**src/rtl/i2c_slv_pkg.sv**
```systemverilog
package i2c_slv_pkg;
  typedef enum logic [3:0] {
    S_IDLE,
    S_ADDR,
    S_ADDR_ACK,
    S_WADDR,
    S_WADDR_ACK,
    S_WDATA,
    S_WDATA_ACK,
    S_RDATA,
    S_RACK,
    S_RNEXT,
    S_WSTOP
  } slv_state_e;
endpackage

```
**src/rtl/i2c_line_sync.sv**
```systemverilog
module i2c_line_sync #(
  parameter int LINES  = 2,
  parameter int STAGES = 2
) (
  input  logic             clk,
  input  logic             rst_n,
  input  logic [LINES-1:0] raw_i,
  output logic [LINES-1:0] lvl_o,
  output logic [LINES-1:0] lvl_q_o
);
  for (genvar g = 0; g < LINES; g++) begin : g_line
    logic [STAGES-1:0] chain;
    logic              last;
    always_ff @(posedge clk or negedge rst_n) begin
      if (!rst_n) begin
        chain <= '1;
        last  <= 1'b1;
      end else begin
        chain <= {chain[STAGES-2:0], raw_i[g]};
        last  <= chain[STAGES-1];
      end
    end
    assign lvl_o[g]   = chain[STAGES-1];
    assign lvl_q_o[g] = last;
  end
endmodule

```
**src/rtl/i2c_bus_events.sv**
```systemverilog
module i2c_bus_events (
  input  logic scl_i,
  input  logic scl_q_i,
  input  logic sda_i,
  input  logic sda_q_i,
  output logic scl_rise_o,
  output logic scl_fall_o,
  output logic start_o,
  output logic stop_o
);
  always_comb begin
    scl_rise_o = scl_i & ~scl_q_i;
    scl_fall_o = ~scl_i & scl_q_i;
    start_o    = scl_i & scl_q_i & sda_q_i & ~sda_i;
    stop_o     = scl_i & scl_q_i & ~sda_q_i & sda_i;
  end
endmodule

```
**src/rtl/i2c_slave_fsm.sv**
```systemverilog
module i2c_slave_fsm
  import i2c_slv_pkg::*;
#(
  parameter int               AW       = 7,
  parameter int               DW       = 8,
  parameter logic [DW-2:0]    DEV_ADDR = 7'h50
) (
  input  logic          clk,
  input  logic          rst_n,
  input  logic          scl_lvl_i,
  input  logic          sda_i,
  input  logic          scl_rise_i,
  input  logic          scl_fall_i,
  input  logic          start_i,
  input  logic          stop_i,
  input  logic          busy_i,
  output logic          sda_oe_o,
  output logic          wr_valid_o,
  input  logic          wr_ready_i,
  output logic [AW-1:0] wr_addr_o,
  output logic [DW-1:0] wr_data_o,
  output logic          wr_commit_o,
  output logic [AW-1:0] rd_addr_o,
  input  logic [DW-1:0] rd_data_i
);
  localparam int CW = $clog2(DW);
  localparam logic [CW-1:0] LAST_BIT = CW'(DW - 1);

  slv_state_e    state;
  logic [DW-1:0] shreg, txbuf;
  logic [DW-1:0] nb;
  logic [CW-1:0] bitcnt;
  logic [AW-1:0] ptr;
  logic          phase, rw_q, acc_q, ackd_q, wrote_q;
  logic          oe, wv, commit;
  logic [AW-1:0] wa;
  logic [DW-1:0] wd;

  assign nb = {shreg[DW-2:0], sda_i};

  always_ff @(posedge clk or negedge rst_n) begin
    if (!rst_n) begin
      state <= S_IDLE; shreg <= '0; txbuf <= '0; bitcnt <= '0; ptr <= '0;
      phase <= 1'b0; rw_q <= 1'b0; acc_q <= 1'b0; ackd_q <= 1'b0;
      wrote_q <= 1'b0; oe <= 1'b0; wv <= 1'b0; commit <= 1'b0;
      wa <= '0; wd <= '0;
    end else begin
      commit <= 1'b0;
      if (wv && wr_ready_i) begin
        wv      <= 1'b0;
        acc_q   <= 1'b1;
        wrote_q <= 1'b1;
      end
      if (stop_i) begin
        state   <= S_IDLE;
        oe      <= 1'b0;
        wv      <= 1'b0;
        commit  <= wrote_q | (wv & wr_ready_i);
        wrote_q <= 1'b0;
      end else if (start_i && !busy_i) begin
        state  <= S_ADDR;
        bitcnt <= '0;
        phase  <= 1'b0;
        oe     <= 1'b0;
        wv     <= 1'b0;
      end else begin
        case (state)
          S_ADDR, S_WADDR, S_WDATA: begin
            if (scl_rise_i) begin
              shreg  <= nb;
              bitcnt <= bitcnt + 1'b1;
              if (bitcnt == LAST_BIT) begin
                bitcnt <= '0;
                phase  <= 1'b0;
                if (state == S_ADDR) begin
                  if (nb[DW-1:1] == DEV_ADDR) begin
                    rw_q  <= nb[0];
                    state <= S_ADDR_ACK;
                  end else begin
                    state <= S_IDLE;
                  end
                end else if (state == S_WADDR) begin
                  ptr   <= nb[AW-1:0];
                  state <= S_WADDR_ACK;
                end else begin
                  wv    <= 1'b1;
                  wd    <= nb;
                  wa    <= ptr;
                  ptr   <= ptr + 1'b1;
                  acc_q <= 1'b0;
                  state <= S_WDATA_ACK;
                end
              end
            end
          end
          S_ADDR_ACK, S_WADDR_ACK: begin
            if (scl_fall_i) begin
              if (!phase) begin
                phase <= 1'b1;
                oe    <= 1'b1;
              end else begin
                phase <= 1'b0;
                if (state == S_ADDR_ACK && rw_q) begin
                  txbuf <= {rd_data_i[DW-2:0], 1'b0};
                  oe    <= ~rd_data_i[DW-1];
                  state <= S_RDATA;
                end else begin
                  oe    <= 1'b0;
                  state <= (state == S_ADDR_ACK) ? S_WADDR : S_WDATA;
                end
              end
            end
          end
          S_WDATA_ACK: begin
            if (scl_fall_i) begin
              if (!phase) begin
                phase  <= 1'b1;
                oe     <= acc_q | (wv & wr_ready_i);
                ackd_q <= acc_q | (wv & wr_ready_i);
                if (!(wv && wr_ready_i)) wv <= 1'b0;
              end else begin
                phase <= 1'b0;
                oe    <= 1'b0;
                state <= ackd_q ? S_WDATA : S_WSTOP;
              end
            end
          end
          S_RDATA: begin
            if (scl_fall_i) begin
              oe    <= ~txbuf[DW-1];
              txbuf <= {txbuf[DW-2:0], 1'b0};
            end else if (scl_rise_i) begin
              bitcnt <= bitcnt + 1'b1;
              if (bitcnt == LAST_BIT) begin
                bitcnt <= '0;
                ptr    <= ptr + 1'b1;
                state  <= S_RACK;
              end
            end
          end
          S_RACK: begin
            if (scl_fall_i) oe <= 1'b0;
            else if (scl_rise_i) state <= sda_i ? S_WSTOP : S_RNEXT;
          end
          S_RNEXT: begin
            if (scl_fall_i) begin
              txbuf <= {rd_data_i[DW-2:0], 1'b0};
              oe    <= ~rd_data_i[DW-1];
              state <= S_RDATA;
            end
          end
          default: ;
        endcase
      end
    end
  end

  assign sda_oe_o    = oe;
  assign wr_valid_o  = wv;
  assign wr_addr_o   = wa;
  assign wr_data_o   = wd;
  assign wr_commit_o = commit;
  assign rd_addr_o   = ptr;

  // drive enable moves only in the SCL low phase
  p_oe_only_scl_low_r10: assert property (@(posedge clk) disable iff (!rst_n)
    (oe != $past(oe)) |-> !scl_lvl_i);
  // an idle block that sees busy stays off the bus
  p_busy_quiet_r5: assert property (@(posedge clk) disable iff (!rst_n)
    (busy_i && state == S_IDLE) |=> !oe);
  // commit only as a consequence of a STOP
  p_commit_follows_stop_r4: assert property (@(posedge clk) disable iff (!rst_n)
    commit |-> $past(stop_i));
  // stalled write byte keeps its payload
  p_valid_held_r9: assert property (@(posedge clk) disable iff (!rst_n)
    (wv && !wr_ready_i && !scl_fall_i && !stop_i && !start_i) |=> (wv && $stable(wd) && $stable(wa)));
  // a START always rearms the address phase
  p_start_rearms_r8: assert property (@(posedge clk) disable iff (!rst_n)
    (start_i && !stop_i && !busy_i) |=> (state == S_ADDR));
  // nothing is driven while waiting for STOP
  p_nack_released_r7: assert property (@(posedge clk) disable iff (!rst_n)
    (state == S_WSTOP) |-> !oe);
endmodule

```
**src/rtl/i2c_eeprom_slave.sv**
```systemverilog
module i2c_eeprom_slave #(
  parameter int            AW          = 7,
  parameter int            DW          = 8,
  parameter int            SYNC_STAGES = 2,
  parameter logic [DW-2:0] DEV_ADDR    = 7'h50
) (
  input  logic          clk,
  input  logic          rst_n,
  input  logic          scl_i,
  input  logic          sda_i,
  output logic          sda_oe_o,
  input  logic          busy_i,
  output logic          wr_valid_o,
  input  logic          wr_ready_i,
  output logic [AW-1:0] wr_addr_o,
  output logic [DW-1:0] wr_data_o,
  output logic          wr_commit_o,
  output logic [AW-1:0] rd_addr_o,
  input  logic [DW-1:0] rd_data_i
);
  logic [1:0] lvl, lvl_q;
  logic       scl_rise, scl_fall, start_det, stop_det;

  i2c_line_sync #(.LINES(2), .STAGES(SYNC_STAGES)) u_sync (
    .clk     (clk),
    .rst_n   (rst_n),
    .raw_i   ({scl_i, sda_i}),
    .lvl_o   (lvl),
    .lvl_q_o (lvl_q)
  );

  i2c_bus_events u_events (
    .scl_i      (lvl[1]),
    .scl_q_i    (lvl_q[1]),
    .sda_i      (lvl[0]),
    .sda_q_i    (lvl_q[0]),
    .scl_rise_o (scl_rise),
    .scl_fall_o (scl_fall),
    .start_o    (start_det),
    .stop_o     (stop_det)
  );

  i2c_slave_fsm #(.AW(AW), .DW(DW), .DEV_ADDR(DEV_ADDR)) u_fsm (
    .clk         (clk),
    .rst_n       (rst_n),
    .scl_lvl_i   (lvl[1]),
    .sda_i       (lvl[0]),
    .scl_rise_i  (scl_rise),
    .scl_fall_i  (scl_fall),
    .start_i     (start_det),
    .stop_i      (stop_det),
    .busy_i      (busy_i),
    .sda_oe_o    (sda_oe_o),
    .wr_valid_o  (wr_valid_o),
    .wr_ready_i  (wr_ready_i),
    .wr_addr_o   (wr_addr_o),
    .wr_data_o   (wr_data_o),
    .wr_commit_o (wr_commit_o),
    .rd_addr_o   (rd_addr_o),
    .rd_data_i   (rd_data_i)
  );
endmodule

```
**config.mk**
```make
export PLATFORM = sky130hd
export DESIGN_NAME = i2c_eeprom_slave
export DESIGN_NICKNAME = d
export VERILOG_FILES = /design/src/rtl/i2c_slv_pkg.sv /design/src/rtl/i2c_line_sync.sv /design/src/rtl/i2c_bus_events.sv /design/src/rtl/i2c_slave_fsm.sv /design/src/rtl/i2c_eeprom_slave.sv
export SDC_FILE = /design/constraint.sdc
export NUM_CORES = 1
export LEC_CHECK = 0
export CAP_MARGIN = 20
export CORE_MARGIN = 5
export CORE_UTILIZATION = 55
export CTS_BUF_LIST = sky130_fd_sc_hd__clkbuf_8
export DETAILED_ROUTE_END_ITERATION = 16
export GPL_ROUTABILITY_DRIVEN = 0
export GPL_TIMING_DRIVEN = 0
export PLACE_DENSITY = 0.79
export SYNTH_ARGS = -nofsm -noshare
export SYNTH_HDL_FRONTEND = slang
export SYNTH_HIERARCHICAL = 1
export SYNTH_SLANG_ARGS = --single-unit
```
**constraint.sdc**
```tcl
create_clock -name clk -period 3 [get_ports clk]
set_input_delay 0.6 -clock clk [delete_from_list [all_inputs] [get_ports clk]]
set_output_delay 0.6 -clock clk [all_outputs]
set_load 0.02 [all_outputs]
```
### Yosys cells after proc, flatten, opt, wreduce, memory -nomap -nowiden

Index checks and enable logic that the tools add are counted.

* add/sub/neg operators: 2
* equal/unequal tests: 40
* reduce and logical (&&, ||, !) cells: 24
* bitwise gates (word level): 21
* muxes and demuxes: 80

Operators with widths (count)
* two-way mux 4 bit: 17
* two-way mux 7 bit: 7
* two-way mux 8 bit: 5
* inequality test 4 x 3 -> 1 bit, second input constant: 10
* two-way mux 1 bit: 36
* one-hot mux 4 bit (6 select lines): 1
* one-hot mux 8 bit (3 select lines): 1
* equality test 4 x 3 -> 1 bit, second input constant: 4
* inequality test 4 x 2 -> 1 bit, second input constant: 4
* two-way mux 3 bit: 5
* inequality test 2 bit, second input constant: 7
* one-hot mux 7 bit (2 select lines): 1
* AND reduction 7 bit: 2
* AND reduction 13 bit: 1
* inverter 1 bit: 11
* AND reduction 5 bit: 2
* AND reduction 9 bit: 1
* nonzero test 3 bit: 3
* bitwise AND 1 bit: 8
* equality test 4 x 2 -> 1 bit, second input constant: 2
* equality test 4 bit, second input constant: 2
* inequality test 2 x 1 -> 1 bit, second input constant: 4
* AND reduction 8 bit: 1
* nonzero test 8 bit: 1
* other kinds (21): 31

* input port bits: 14
* register bits: 58
* output and inout bits: 25

### Depth between registers and ports, before layout

* depth after elaboration: 9
* mapped depth: 9

### By module

Netlist, hierarchy kept.

By module, submodules not included
* i2c_slave_fsm: seq. area each 1276.2 um^2, instances 1, area each 2836.5 um^2, cells an instance 261
* i2c_line_sync: seq. area each 157.7 um^2, instances 1, area each 187.7 um^2, cells an instance 10
* i2c_bus_events: seq. area each 0.0 um^2, instances 1, area each 32.5 um^2, cells an instance 4

### Worst setup path after synthesis

No wires, ideal clock.

* path kind: reg-to-reg
* start: register u_sync.g_line[1].chain[1]
* end: register u_fsm.wa[0], in the netlist u_fsm/wr_addr_o[0]
* period minus slack after synthesis: 2136 ps
* setup slack: 864 ps
* required time: 2872 ps
* data arrival time: 2009 ps
* buffers on the path: 2
* stages on the path, launching flop included: 8
* cells stage by stage: dfstp_2 buf_4 nor2b_1 and2_1 nand3_1 nor3_4 buf_4 mux2_1

RTL lines
* start: declaration: RTL line i2c_line_sync.sv:12 `logic [STAGES-1:0] chain;`
* start signal: assignment: RTL line i2c_line_sync.sv:19 `chain <= {chain[STAGES-2:0], raw_i[g]};`
* bitwise AND 1 bit: RTL line i2c_bus_events.sv:12 `scl_rise_o = scl_i & ~scl_q_i;`
* net scl_rise: RTL line i2c_eeprom_slave.sv:22 `logic scl_rise, scl_fall, start_det, stop_det;`
* AND reduction 7 bit (no line)
* end signal: assignment: RTL line i2c_slave_fsm.sv:88 `wa <= ptr;`
* end: declaration: RTL line i2c_slave_fsm.sv:36 `logic [AW-1:0] wa;`

The timed path passes the listed nets, and every way through them passes these cells.
A chain may end at the register's enable or synchronous reset.

### Final worst setup path

* start: register u_sync.g_line[1].chain[1]
* end: register u_fsm.wd[7], in the netlist u_fsm/wr_data_o[7]

RTL lines
* bitwise AND 1 bit: RTL line i2c_bus_events.sv:12
* net scl_rise: RTL line i2c_eeprom_slave.sv:22
* AND reduction 7 bit (no line)
* end signal: assignment: RTL line i2c_slave_fsm.sv:87 `wd <= nb;`
* end: declaration: RTL line i2c_slave_fsm.sv:37 `logic [DW-1:0] wd;`

The timed path passes the listed nets, and every way through them passes these cells.

==> results.py <==
metrics = {
    "clock_tree": {
        "cts.htree.levels": 3,
        "numCtsBuffers": 9,
        "ctsHoldBuffers": 0,
        "clk_latency_ns": 0.33,
        "cts_resized": 0,
        "clk_path_buf_depth": 2,
        "cts.clk_slew.worst_paths_ns": 0.07,
        "cts_tree": "yes",
        "root_buffer": "clkbuf_8",
        "clock-sinks": 57,
        "postCtsSetupBuffers": 0,
    },
    "worst_setup_path": {
        "critPathMaxFanout": 10,
        "critPathCaptureType": "register",
        "crit_type": "register to register",
        "crit_start": "u_sync/g_line[1].chain[1]",
        "reg2reg_from": "u_sync/g_line[1].chain[1]",
        "timing.critical_path.to": "u_fsm/wr_data_o[7]",
        "critPathLaunchType": "register",
        "r2r_end": "u_fsm/wr_data_o[7]",
        "worstPathRequired_ns": 3.21,
        "cp_data_arrival_time_ns": 2.76,
        "rrSetupSlack_ns": 0.45,
        "rr_worst_depth": 7,
    },
    "timing": {
        "setup_ws_ns": 0.454,
        "period_needed_ns": 2.55,
        "fmax_ghz": 0.393,
        "finClkSkew_ns": 0.00995,
        "finalSetupViolCount": 0,
        "hold_viol": 0,
        "slew_viol_final": 0,
        "rsz0062_at_grt": "no",
        "maxSlewHeadroom": 0.621,
        "final.period_utilization": 0.849,
        "worst_pin_slew_ns": 0.554,
    },
    "floorplan": {
        "start_util": 0.562,
        "fp.dieW_um": 84.6,
        "ios": 39,
        "core_um2": 5440,
        "rows": 27,
        "dieArea_um2": 7150,
        "dieHeight_um": 84.6,
    },
    "layout": {
        "nets": 342,
        "antenna_cells": 0,
        "stdcell_area_um2": 3770,
        "area_growth_pct": 23.4,
        "layout-drive-gt1-share": 0.227,
        "fill_cells": 404,
    },
    "placement": {
        "dp_slack_ns": 0.404,
        "dp_hpwl_mm": 4.80,
        "place_area_um2": 3540,
        "port_buffers": 38,
    },
    "yosys": {
        "synth_nets": 292,
        "ys_seq_area_frac": 0.469,
        "synth_cells": 275,
        "syn_area_per_cell_um2": 11.1,
        "synth_top_flop_cell": "dfrtp_1",
        "synth_seq_cells": 57,
        "ys_types": 64,
        "syn_area_um2": 3060,
        "synth_edf_count": 0,
        "yosys_warnings": 6,
        "ys_async_sr_fraction": 1.00,
    },
    "detailed_routing": {
        "wl_per_cell_um": 17.7,
        "routed_wirelength_mm": 7.11,
        "viasPerCell": 5.97,
        "drtAntennaViolNets": 0,
        "drt_iter0_drc": 343,
        "vias": 2400,
        "drt-pass1-iter-count": 4,
        "drc": 0,
    },
    "global_routing": {
        "grt_pass1_wl_mm": 12.2,
        "grt_pass1_vias": 2567,
        "grt_overflow": 0,
        "antenna_found_initial": 0,
        "grt_max_degree": 43,
        "grt_usage": 0.214,
    },
    "power": {
        "total_leakage_power_nw": 1.72,
        "p_int_mw": 1.90,
        "total_power_mw": 2.91,
        "sw_frac_of_total": 0.345,
        "clockPowerShare": 0.282,
        "switchingPower_mw": 1.00,
        "power_density_nw_per_um2": 771,
        "peakVddDrop_uv": 517,
        "combPwrFrac": 0.370,
        "sequentialPowerShare": 0.348,
    },
    "run_status": {
        "outcome": "completed",
    },
    "run": {
        "drv_cap": 0,
    },
    "worst_hold_path": {
        "hp-class": "primary input to asynchronous set/reset pin",
    },
}
==> critical path: stages, from the launching register on <==
cell and delay [ns]:
dfstp_2 0.54, buf_4 0.11, nor2b_1 0.30, and2_1 0.26
nand3_1 0.22, nor3_4 0.36, buf_4 0.28, mux2_1 0.34
==> sequential cells by signal, summed over array words and instances, names as in the netlist, 2 cells and up <==
register and cells:
u_fsm/wr_data_o 8, u_sync/g_line.chain 4, u_fsm/state 4, u_fsm/bitcnt 3, u_sync/g_line.last 2, u_fsm/shreg 7
u_fsm/rd_addr_o 7, u_fsm/txbuf 7, u_fsm/wr_addr_o 7
==> layout by cell type (no fill, tap or decap), types with 2 or more instances in the layout <==
master           netlist  layout
mux2_1                15      15
o31ai_1                2       2
ha_1                   3       3
nand2b_1               6       6
o211ai_1               2       2
nor2_2                 2       2
bufinv_16              0       2
mux2_2                13      13
nor4_1                 4       4
dfrtp_1               51      51
buf_4                  5       5
dfstp_2                6       6
a2bb2oi_1              3       3
mux2_4                 6       6
nor2b_1               10      10
and3_1                 3       3
clkbuf_8               0      11
buf_6                  4       4
nand3_1               14      14
inv_1                  5       5
mux2i_1                4       4
and4b_1                2       2
nor3b_1                2       2
clkbuf_1               2       2
o22ai_1                4       4
a32o_1                 2       2
nor2_1                13      13
a31oi_1                2       2
buf_2                  5       6
clkinv_2               0       2
o21ai_0                9       9
clkdlybuf4s50_1        0      37
nand2b_4               3       3
a21oi_1               13      13
nor3_1                 4       4
o21ai_1                3       3
nand2_1               22      22
==> layer usage <==
metal,global-route usage,vias up,routed length (µm),part of all wire
met1,0.268,1136,2910,0.41
met2,0.345,137,3500,0.49
met4,0.104,0,215,0.030
met3,0.0559,29,483,0.068
met5,0,-,0,0
li1,-,1098,-,-
==> power groups by stage <==
stage,logic (mW),registers [mW],clock network (mW)
final,1.08,1.01,0.820
after detailed placement,1.04,1.02,0
after global placement,1.01,1.02,0
after global routing,1.16,1.03,0.877
after floorplan,0.824,0.994,0
after CTS,1.06,1.01,0.831
==> stage by stage <==
step | util | setup TNS (ns) | cells | hold slack (ns)
2_1_floorplan | - | 0 | 275 | 0.304
3_3_place_gp | 0.648 | -19.67 | 385 | 0.346
3_5_place_dp | 0.651 | 0 | 386 | 0.349
4_1_cts | 0.693 | 0 | 402 | 0.185
5_1_grt | 0.693 | 0 | 402 | 0.199
6_report | 0.693 | 0 | 402 | 0.187
==> worst min path at each step <==
stage | end | cells past startpoint | startpoint | slack (ns)
2_1_floorplan | u_fsm/acc_q | 0 | rst_n | 0.30
3_3_place_gp | u_sync/g_line[1].chain[1] | 0 | u_sync/g_line[1].chain[0] | 0.35
5_1_grt | u_fsm/bitcnt[0] | 1 | rst_n | 0.20
3_5_place_dp | u_sync/g_line[0].chain[1] | 0 | u_sync/g_line[0].chain[0] | 0.35
6_report | u_fsm/bitcnt[2] | 1 | rst_n | 0.19
4_1_cts | u_fsm/bitcnt[0] | 1 | rst_n | 0.18
==> cell type report <==
| type | count | area [µm²] | area share |
|---|---|---|---|
| Clock buffer | 11 | 151 | 0.0401 |
| Tap cell | 72 | 90.1 | 0.0239 |
| Buffer | 17 | 123 | 0.0325 |
| Timing Repair Buffer | 39 | 395 | 0.105 |
| Clock inverter | 5 | 77.6 | 0.0206 |
| Multi-Input combinational cell | 195 | 1480 | 0.392 |
| Sequential cell | 57 | 1430 | 0.380 |
| Inverter | 6 | 22.5 | 0.00597 |
==> cells in the mapped netlist (6+ instances only) <==
library cell / instances / area share
mux2_2: 13 / 0.048
nand2b_1: 6 / 0.012
a21oi_1: 13 / 0.021
o21ai_0: 9 / 0.015
nor2_1: 13 / 0.016
nand2_1: 22 / 0.027
dfstp_2: 6 / 0.052
nand3_1: 14 / 0.023
mux2_4: 6 / 0.029
mux2_1: 15 / 0.055
dfrtp_1: 51 / 0.42
nor2b_1: 10 / 0.020
==> cells by family (layout without fill, tap and decap cells) <==
| logic type | after synthesis | in the layout | share of synthesized area |
|---|---|---|---|
| adders and majority gates | 3 | 3 | 0.0123 |
| xor gates and xnor gates | 1 | 1 | 0.00287 |
| DFF | 57 | 57 | 0.469 |
| AOI/OAI and AO/OA | 54 | 54 | 0.121 |
| and+or+nand+nor | 99 | 99 | 0.201 |
| muxes | 38 | 38 | 0.146 |
| buffers and inverters | 23 | 78 | 0.0475 |
Note: power is estimated with default switching activity, not from simulation.
